$ cat src/rtl/sp_ctrl_pkg.sv
package sp_ctrl_pkg;
    localparam int CTRL_W   = 32;
    localparam int SEL_BIT  = 1;
    localparam int PRIV_BIT = 0;

    typedef enum logic [1:0] {
        ST_THR_MAIN = 2'b00,
        ST_THR_PROC = 2'b01,
        ST_HND_MAIN = 2'b10,
        ST_HND_PROC = 2'b11
    } ctx_state_e;
endpackage

$ cat src/rtl/sp_ctx_fsm.sv
module sp_ctx_fsm
    import sp_ctrl_pkg::*;
(
    input  logic clk_i,
    input  logic rst_ni,
    input  logic exc_entry_i,
    input  logic exc_return_i,
    input  logic ret_to_thread_i,
    input  logic sel_wr_i,
    input  logic sel_wdata_i,
    output logic in_handler_o,
    output logic thread_sel_o,
    output logic proc_active_o
);
    ctx_state_e state_q, state_d;

    always_ff @(posedge clk_i or negedge rst_ni) begin
        if (!rst_ni) state_q <= ST_THR_MAIN;
        else         state_q <= state_d;
    end

    always_comb begin
        state_d = state_q;
        unique case (state_q)
            ST_THR_MAIN: begin
                if (exc_entry_i)                      state_d = ST_HND_MAIN;
                else if (exc_return_i)                state_d = ST_THR_MAIN;
                else if (sel_wr_i && sel_wdata_i)     state_d = ST_THR_PROC;
            end
            ST_THR_PROC: begin
                if (exc_entry_i)                      state_d = ST_HND_PROC;
                else if (exc_return_i)                state_d = ST_THR_PROC;
                else if (sel_wr_i && !sel_wdata_i)    state_d = ST_THR_MAIN;
            end
            ST_HND_MAIN: begin
                if (exc_entry_i)                      state_d = ST_HND_MAIN;
                else if (exc_return_i && ret_to_thread_i) state_d = ST_THR_MAIN;
            end
            ST_HND_PROC: begin
                if (exc_entry_i)                      state_d = ST_HND_PROC;
                else if (exc_return_i && ret_to_thread_i) state_d = ST_THR_PROC;
            end
            default: state_d = ST_THR_MAIN;
        endcase
    end

    always_comb begin
        in_handler_o  = 1'b0;
        thread_sel_o  = 1'b0;
        proc_active_o = 1'b0;
        unique case (state_q)
            ST_THR_MAIN: ;
            ST_THR_PROC: begin
                thread_sel_o  = 1'b1;
                proc_active_o = 1'b1;
            end
            ST_HND_MAIN: in_handler_o = 1'b1;
            ST_HND_PROC: begin
                in_handler_o = 1'b1;
                thread_sel_o = 1'b1;
            end
            default: ;
        endcase
    end


    entry_saves_sel_chk: assert property (@(posedge clk_i) disable iff (!rst_ni)
        (exc_entry_i && !in_handler_o) |=> (in_handler_o && thread_sel_o == $past(thread_sel_o)));


    return_restores_chk: assert property (@(posedge clk_i) disable iff (!rst_ni)
        (in_handler_o && exc_return_i && !exc_entry_i && ret_to_thread_i)
            |=> (!in_handler_o && thread_sel_o == $past(thread_sel_o)));


    handler_sel_frozen_chk: assert property (@(posedge clk_i) disable iff (!rst_ni)
        in_handler_o |=> $stable(thread_sel_o));
endmodule

$ cat src/rtl/sp_priv_reg.sv
module sp_priv_reg #(
    parameter bit ENABLE_PRIV = 1'b1
) (
    input  logic clk_i,
    input  logic rst_ni,
    input  logic wr_i,
    input  logic wdata_i,
    output logic unpriv_o
);
    generate
        if (ENABLE_PRIV) begin : g_priv
            logic unpriv_q;
            always_ff @(posedge clk_i or negedge rst_ni) begin
                if (!rst_ni)   unpriv_q <= 1'b0;
                else if (wr_i) unpriv_q <= wdata_i;
            end
            assign unpriv_o = unpriv_q;


            priv_bit_update_chk: assert property (@(posedge clk_i) disable iff (!rst_ni)
                wr_i |=> (unpriv_o == $past(wdata_i)));
        end else begin : g_no_priv
            assign unpriv_o = 1'b0;
        end
    endgenerate
endmodule

$ cat src/rtl/sp_bank_regs.sv
module sp_bank_regs #(
    parameter int              SP_W    = 32,
    parameter logic [SP_W-1:0] MSP_RST = '0,
    parameter logic [SP_W-1:0] PSP_RST = '0
) (
    input  logic            clk_i,
    input  logic            rst_ni,
    input  logic            we_i,
    input  logic [SP_W-1:0] wdata_i,
    input  logic            use_proc_i,
    output logic [SP_W-1:0] main_sp_o,
    output logic [SP_W-1:0] proc_sp_o
);
    localparam int              ALIGN_BITS = 2;
    localparam logic [SP_W-1:0] ALIGN_MASK = ~(SP_W'((1 << ALIGN_BITS) - 1));

    logic [SP_W-1:0] main_q, proc_q;
    logic [SP_W-1:0] wr_aligned;

    assign wr_aligned = wdata_i & ALIGN_MASK;

    always_ff @(posedge clk_i or negedge rst_ni) begin
        if (!rst_ni) begin
            main_q <= MSP_RST & ALIGN_MASK;
            proc_q <= PSP_RST & ALIGN_MASK;
        end else if (we_i) begin
            if (use_proc_i) proc_q <= wr_aligned;
            else            main_q <= wr_aligned;
        end
    end

    assign main_sp_o = main_q;
    assign proc_sp_o = proc_q;


    proc_untouched_chk: assert property (@(posedge clk_i) disable iff (!rst_ni)
        (we_i && !use_proc_i) |=> $stable(proc_sp_o));


    main_untouched_chk: assert property (@(posedge clk_i) disable iff (!rst_ni)
        (we_i && use_proc_i) |=> $stable(main_sp_o));


    sp_aligned_chk: assert property (@(posedge clk_i) disable iff (!rst_ni)
        (main_sp_o[ALIGN_BITS-1:0] == '0) && (proc_sp_o[ALIGN_BITS-1:0] == '0));
endmodule

$ cat src/rtl/sp_bank_ctrl.sv
module sp_bank_ctrl
    import sp_ctrl_pkg::*;
#(
    parameter int              SP_W        = 32,
    parameter bit              ENABLE_PRIV = 1'b1,
    parameter logic [SP_W-1:0] MSP_RST     = '0,
    parameter logic [SP_W-1:0] PSP_RST     = '0
) (
    input  logic              clk_i,
    input  logic              rst_ni,
    input  logic              ctrl_we_i,
    input  logic [CTRL_W-1:0] ctrl_wdata_i,
    input  logic              exc_entry_i,
    input  logic              exc_return_i,
    input  logic              ret_to_thread_i,
    input  logic              sp_we_i,
    input  logic [SP_W-1:0]   sp_wdata_i,
    output logic [CTRL_W-1:0] ctrl_rdata_o,
    output logic [SP_W-1:0]   active_sp_o,
    output logic              privileged_o
);
    logic in_handler, thread_sel, proc_active, unpriv;
    logic wr_ok, sel_wr;
    logic [SP_W-1:0] main_sp, proc_sp;

    assign wr_ok  = ctrl_we_i && privileged_o && !exc_entry_i && !exc_return_i;
    assign sel_wr = wr_ok && !in_handler;

    sp_ctx_fsm u_fsm (
        .clk_i           (clk_i),
        .rst_ni          (rst_ni),
        .exc_entry_i     (exc_entry_i),
        .exc_return_i    (exc_return_i),
        .ret_to_thread_i (ret_to_thread_i),
        .sel_wr_i        (sel_wr),
        .sel_wdata_i     (ctrl_wdata_i[SEL_BIT]),
        .in_handler_o    (in_handler),
        .thread_sel_o    (thread_sel),
        .proc_active_o   (proc_active)
    );

    sp_priv_reg #(.ENABLE_PRIV(ENABLE_PRIV)) u_priv (
        .clk_i    (clk_i),
        .rst_ni   (rst_ni),
        .wr_i     (wr_ok),
        .wdata_i  (ctrl_wdata_i[PRIV_BIT]),
        .unpriv_o (unpriv)
    );

    sp_bank_regs #(.SP_W(SP_W), .MSP_RST(MSP_RST), .PSP_RST(PSP_RST)) u_banks (
        .clk_i      (clk_i),
        .rst_ni     (rst_ni),
        .we_i       (sp_we_i),
        .wdata_i    (sp_wdata_i),
        .use_proc_i (proc_active),
        .main_sp_o  (main_sp),
        .proc_sp_o  (proc_sp)
    );

    always_comb begin
        ctrl_rdata_o           = '0;
        ctrl_rdata_o[SEL_BIT]  = thread_sel && !in_handler;
        ctrl_rdata_o[PRIV_BIT] = unpriv;
    end

    assign privileged_o = in_handler || !unpriv;
    assign active_sp_o  = proc_active ? proc_sp : main_sp;


    handler_main_sp_chk: assert property (@(posedge clk_i) disable iff (!rst_ni)
        in_handler |-> (active_sp_o == main_sp));


    unpriv_write_ignored_chk: assert property (@(posedge clk_i) disable iff (!rst_ni)
        (ctrl_we_i && !privileged_o && !exc_entry_i && !exc_return_i) |=> $stable(ctrl_rdata_o));


    sel_write_applies_chk: assert property (@(posedge clk_i) disable iff (!rst_ni)
        sel_wr |=> (ctrl_rdata_o[SEL_BIT] == $past(ctrl_wdata_i[SEL_BIT])));


    handler_reads_zero_chk: assert property (@(posedge clk_i) disable iff (!rst_ni)
        in_handler |-> (ctrl_rdata_o[SEL_BIT] == 1'b0));
endmodule

$ cat config.mk
export PLATFORM = sky130hd
export DESIGN_NAME = sp_bank_ctrl
export DESIGN_NICKNAME = d
export VERILOG_FILES = /design/src/rtl/sp_ctrl_pkg.sv /design/src/rtl/sp_ctx_fsm.sv /design/src/rtl/sp_priv_reg.sv /design/src/rtl/sp_bank_regs.sv /design/src/rtl/sp_bank_ctrl.sv
export SDC_FILE = /design/constraint.sdc
export NUM_CORES = 1
export LEC_CHECK = 0
export CAP_MARGIN = 0
export CORE_AREA = 3 3 88 90
export CTS_BUF_LIST = sky130_fd_sc_hd__clkbuf_8
export DETAILED_ROUTE_END_ITERATION = 8
export DIE_AREA = 0 0 91 93
export PLACE_DENSITY = 0.81
export SLEW_MARGIN = 20
export SYNTH_ARGS = -nofsm -noshare
export SYNTH_HDL_FRONTEND = slang
export SYNTH_SLANG_ARGS = --single-unit
export TNS_END_PERCENT = 20
$ cat constraint.sdc
create_clock -name clk_i -period 1.9 [get_ports clk_i]
set_input_delay 0.19 -clock clk_i [delete_from_list [all_inputs] [get_ports clk_i]]
set_output_delay 0.19 -clock clk_i [all_outputs]
set_load 0.01 [all_outputs]
==> flow_summary_export.csv <==
group,metric,value,unit
sta,finalClockSkew,0.00818,ns
layout,antenna_cells,0,
sta,hold_viol,0,
placed_design,dpl_cell_area,3740,um2
sta,setup_slack,-0.00256,ns
global_routing,grt_max_degree,52,
critical_path,reg2reg_depth,6,
run_status,outcome,"finished with violations",
critical_path,timing.rr.end,"u_banks.proc_sp_o[16]",
sta,fin_crit_sh,1.00,
clock_network,path_clk_slew,0.07,ns
layout,layout-drive-gt1-share,0.502,
yosys,synth_cell_types,14,
power_and_ir_drop,p_leak,1.76,nW
routing,num_vias,1777,
critical_path,worstSetupEndpointType,"output pin",
floorplan,rows,31,
floorplan,initial_utilization,0.420,
routing,final_antenna_net_count,0,
sta,timing.hold.ws,0.283,ns
routing,routed_wirelength,5.66,mm
critical_path,path_cells,"nor2b_4 -> buf_4 -> buf_12 -> mux2_2 -> clkdlybuf4s15_2",
layout,layoutNonFillerInstCount,394,
yosys,synth_commonest_cells,"mux2_2, dfrtp_1, buf_4, buf_2, nand2_1",
critical_path,path_class,"flip-flop to output pin",
power_and_ir_drop,power,0.00375,W
floorplan,ios,136,
yosys,postSynthAreaPerCell,14.3,um2
layout,nNetsFinal,363,
routing,wl_met1,2.40,mm
placed_design,port_buffers,71,
global_routing,antenna_found_initial,0,
yosys,seq_area_frac_synth,0.526,
global_routing,track_usage,0.139,
floorplan,die_h,93,um
layout,fin_area,3890,um2
placed_design,place_inst,375,
critical_path,rrSetupSlack,0.23,ns
layout,synthToLayoutAreaGrowth,29.8,%
critical_path,crit_slowest_cell,"dfrtp_1",
routing,dr.pass1.iters,3,
yosys,synthMostInstantiatedCell,"mux2_2",
power_and_ir_drop,p_per_area,964,nW/um2
placed_design,gp_routability_congestion,0.695,
hold_path,hp-class,"input pin to async pin",
yosys,ys_ff_latch,63,
yosys,yosysWarnings,0,
run,drv_cap,0,
yosys,syn_inst,209,
clock_network,cts_tree,"yes",
sta,setup_viol,1,
global_routing,grt_pass1_vias,1862,
clock_network,cts.sinks,63,
critical_path,start_kind,"flip-flop",
critical_path,critPathMaxFanout,10,
clock_network,clk_latency,0.33,ns
yosys,synthesis.area,3000,um2
routing,dr_wl_met2,2.79,mm
routing,drc,0,
placed_design,pre_cts_ws,0.114,ns
run_status,violations,"setup timing",
clock_network,cts-buffers-inserted,9,
routing,top_layer_used,"met4",
sta,timing.final.crit_period,1.90,ns
routing,routedWlPerCell,14.4,um
yosys,synthTopCellsByArea,"dfrtp_1, mux2_2, buf_4, buf_6, buf_2",
power_and_ir_drop,irDropWorstVdd,0.526,mV
critical_path,worstPathRequired,1.71,ns
floorplan,coreArea,7140,um2
placed_design,hpwl,3.81,mm
yosys,ys_async_sr_fraction,1.00,
routing,via_per_inst,4.51,
critical_path,r2r-start,"u_fsm.state_q[0]",
critical_path,worstPathArrival,1.71,ns
global_routing,grt_pass1_wl,9.07,mm
routing,wl_met3,366,um
yosys,synth_area_leader_cell,"dfrtp_1",
yosys,synth_flop_cell,"dfrtp_1",
critical_path,worst_path_largest_cell_delay,0.40,ns
sta,max_freq,526,MHz
yosys,synth_edf_count,0,
clock_network,cts_htree_levels,3,
floorplan,dieArea,8460,um2
clock_network,cts_root_buffer,"clkbuf_8",
global_routing,grt_overflow,0,
clock_network,ctsLongestPathBuffers,2,
yosys,synth_top_area_frac,0.526,
sta,rsz0062_at_grt,"yes",
routing,drt_iter0_markers,21,
sta,slew_violations,0,
floorplan,fp.dieW,91,um
stage by stage:
stage / util / setup TNS, ns
2_1_floorplan: - / 0
3_3_place_gp: 0.524 / 0
3_5_place_dp: 0.524 / 0
4_1_cts: 0.556 / -0.214
5_1_grt: 0.545 / -0.259
6_report: 0.545 / -0.00256
metal layers:
layer | GRT usage | vias up
met5 | 0 | -
met4 | 0.0678 | 0
met3 | 0.0418 | 10
met2 | 0.229 | 66
met1 | 0.166 | 875
li1 | - | 826
worst max-delay path: cells and delay by family (launching register included):
kind,cells,cell delay [ns]
buf+inv,3,0.48
flops,1,0.40
mux,1,0.34
simple gates,1,0.16
worst max-delay path by stage:
stage                          start              end  slack, ns  cells past startpoint
floorplan           u_fsm.state_q[1]  active_sp_o[13]       0.47                      4
global placement    u_fsm.state_q[1]   active_sp_o[7]       0.12                      4
detailed placement  u_fsm.state_q[1]  active_sp_o[12]       0.11                      4
CTS                 u_fsm.state_q[1]   active_sp_o[3]      -0.03                      5
global route        u_fsm.state_q[1]  active_sp_o[11]      -0.06                      5
finish              u_fsm.state_q[1]  active_sp_o[11]     -0.003                      5
where the power goes:
group	internal [W]	switching, W
sequential	0.00170	0.000160
clock	0.000518	0.000453
combinational	0.000588	0.000334
total	0.00280	0.000947
sequential cells by signal, indices dropped and copies added (netlist names):
signal and flops:
u_banks.main_sp_o 30, u_banks.proc_sp_o 30, u_priv.unpriv_o 1, u_fsm.state_q 2
placed cells by master, fill, tap and decap left out:
cell type / count
dlygate4sd3_1: 1
a21o_1: 1
nand2b_4: 1
nor3b_1: 1
nand2_1: 4
clkinv_2: 1
clkbuf_2: 9
buf_16: 1
conb_1: 32
mux2_2: 88
nor2_1: 1
clkdlybuf4s50_1: 39
clkdlybuf4s15_2: 5
buf_2: 12
buf_12: 4
dlygate4sd2_1: 1
nand2b_1: 1
nor2b_4: 1
buf_6: 7
buf_4: 5
a22o_1: 1
inv_1: 2
mux2_4: 3
dfrtp_1: 63
clkbuf_8: 11
what timing repair did:
| action | 4_1_cts | 5_1_grt |
|---|---|---|
| gates resized for setup | 104 | 14 |
| hold buffers | 1 | 0 |
| endpoints found under the setup margin | 30 | 28 |
| cloned | 2 | 0 |
| pin swaps | 0 | 0 |
| hold endpoints to repair | 12 | 0 |
| buffers inserted | 3 | 0 |
logic make-up after synthesis:
logic type / Yosys count / share of synthesized area
AOI/OAI and AO/OA: 2 / 0.00543
other: 1 / 0.00125
muxes: 91 / 0.342
and+or+nand+nor: 9 / 0.0175
buffers and inverters: 43 / 0.108
DFF: 63 / 0.526
cell type report:
cell class | instances | area [um2]
clock buffer | 11 | 151
clock inverter | 3 | 12.5
fill | 629 | 3250
multi-input combinational | 134 | 1230
sequential | 63 | 1580
tap | 99 | 124
timing repair buffer | 84 | 795
Power figures use the tool's default switching activity.
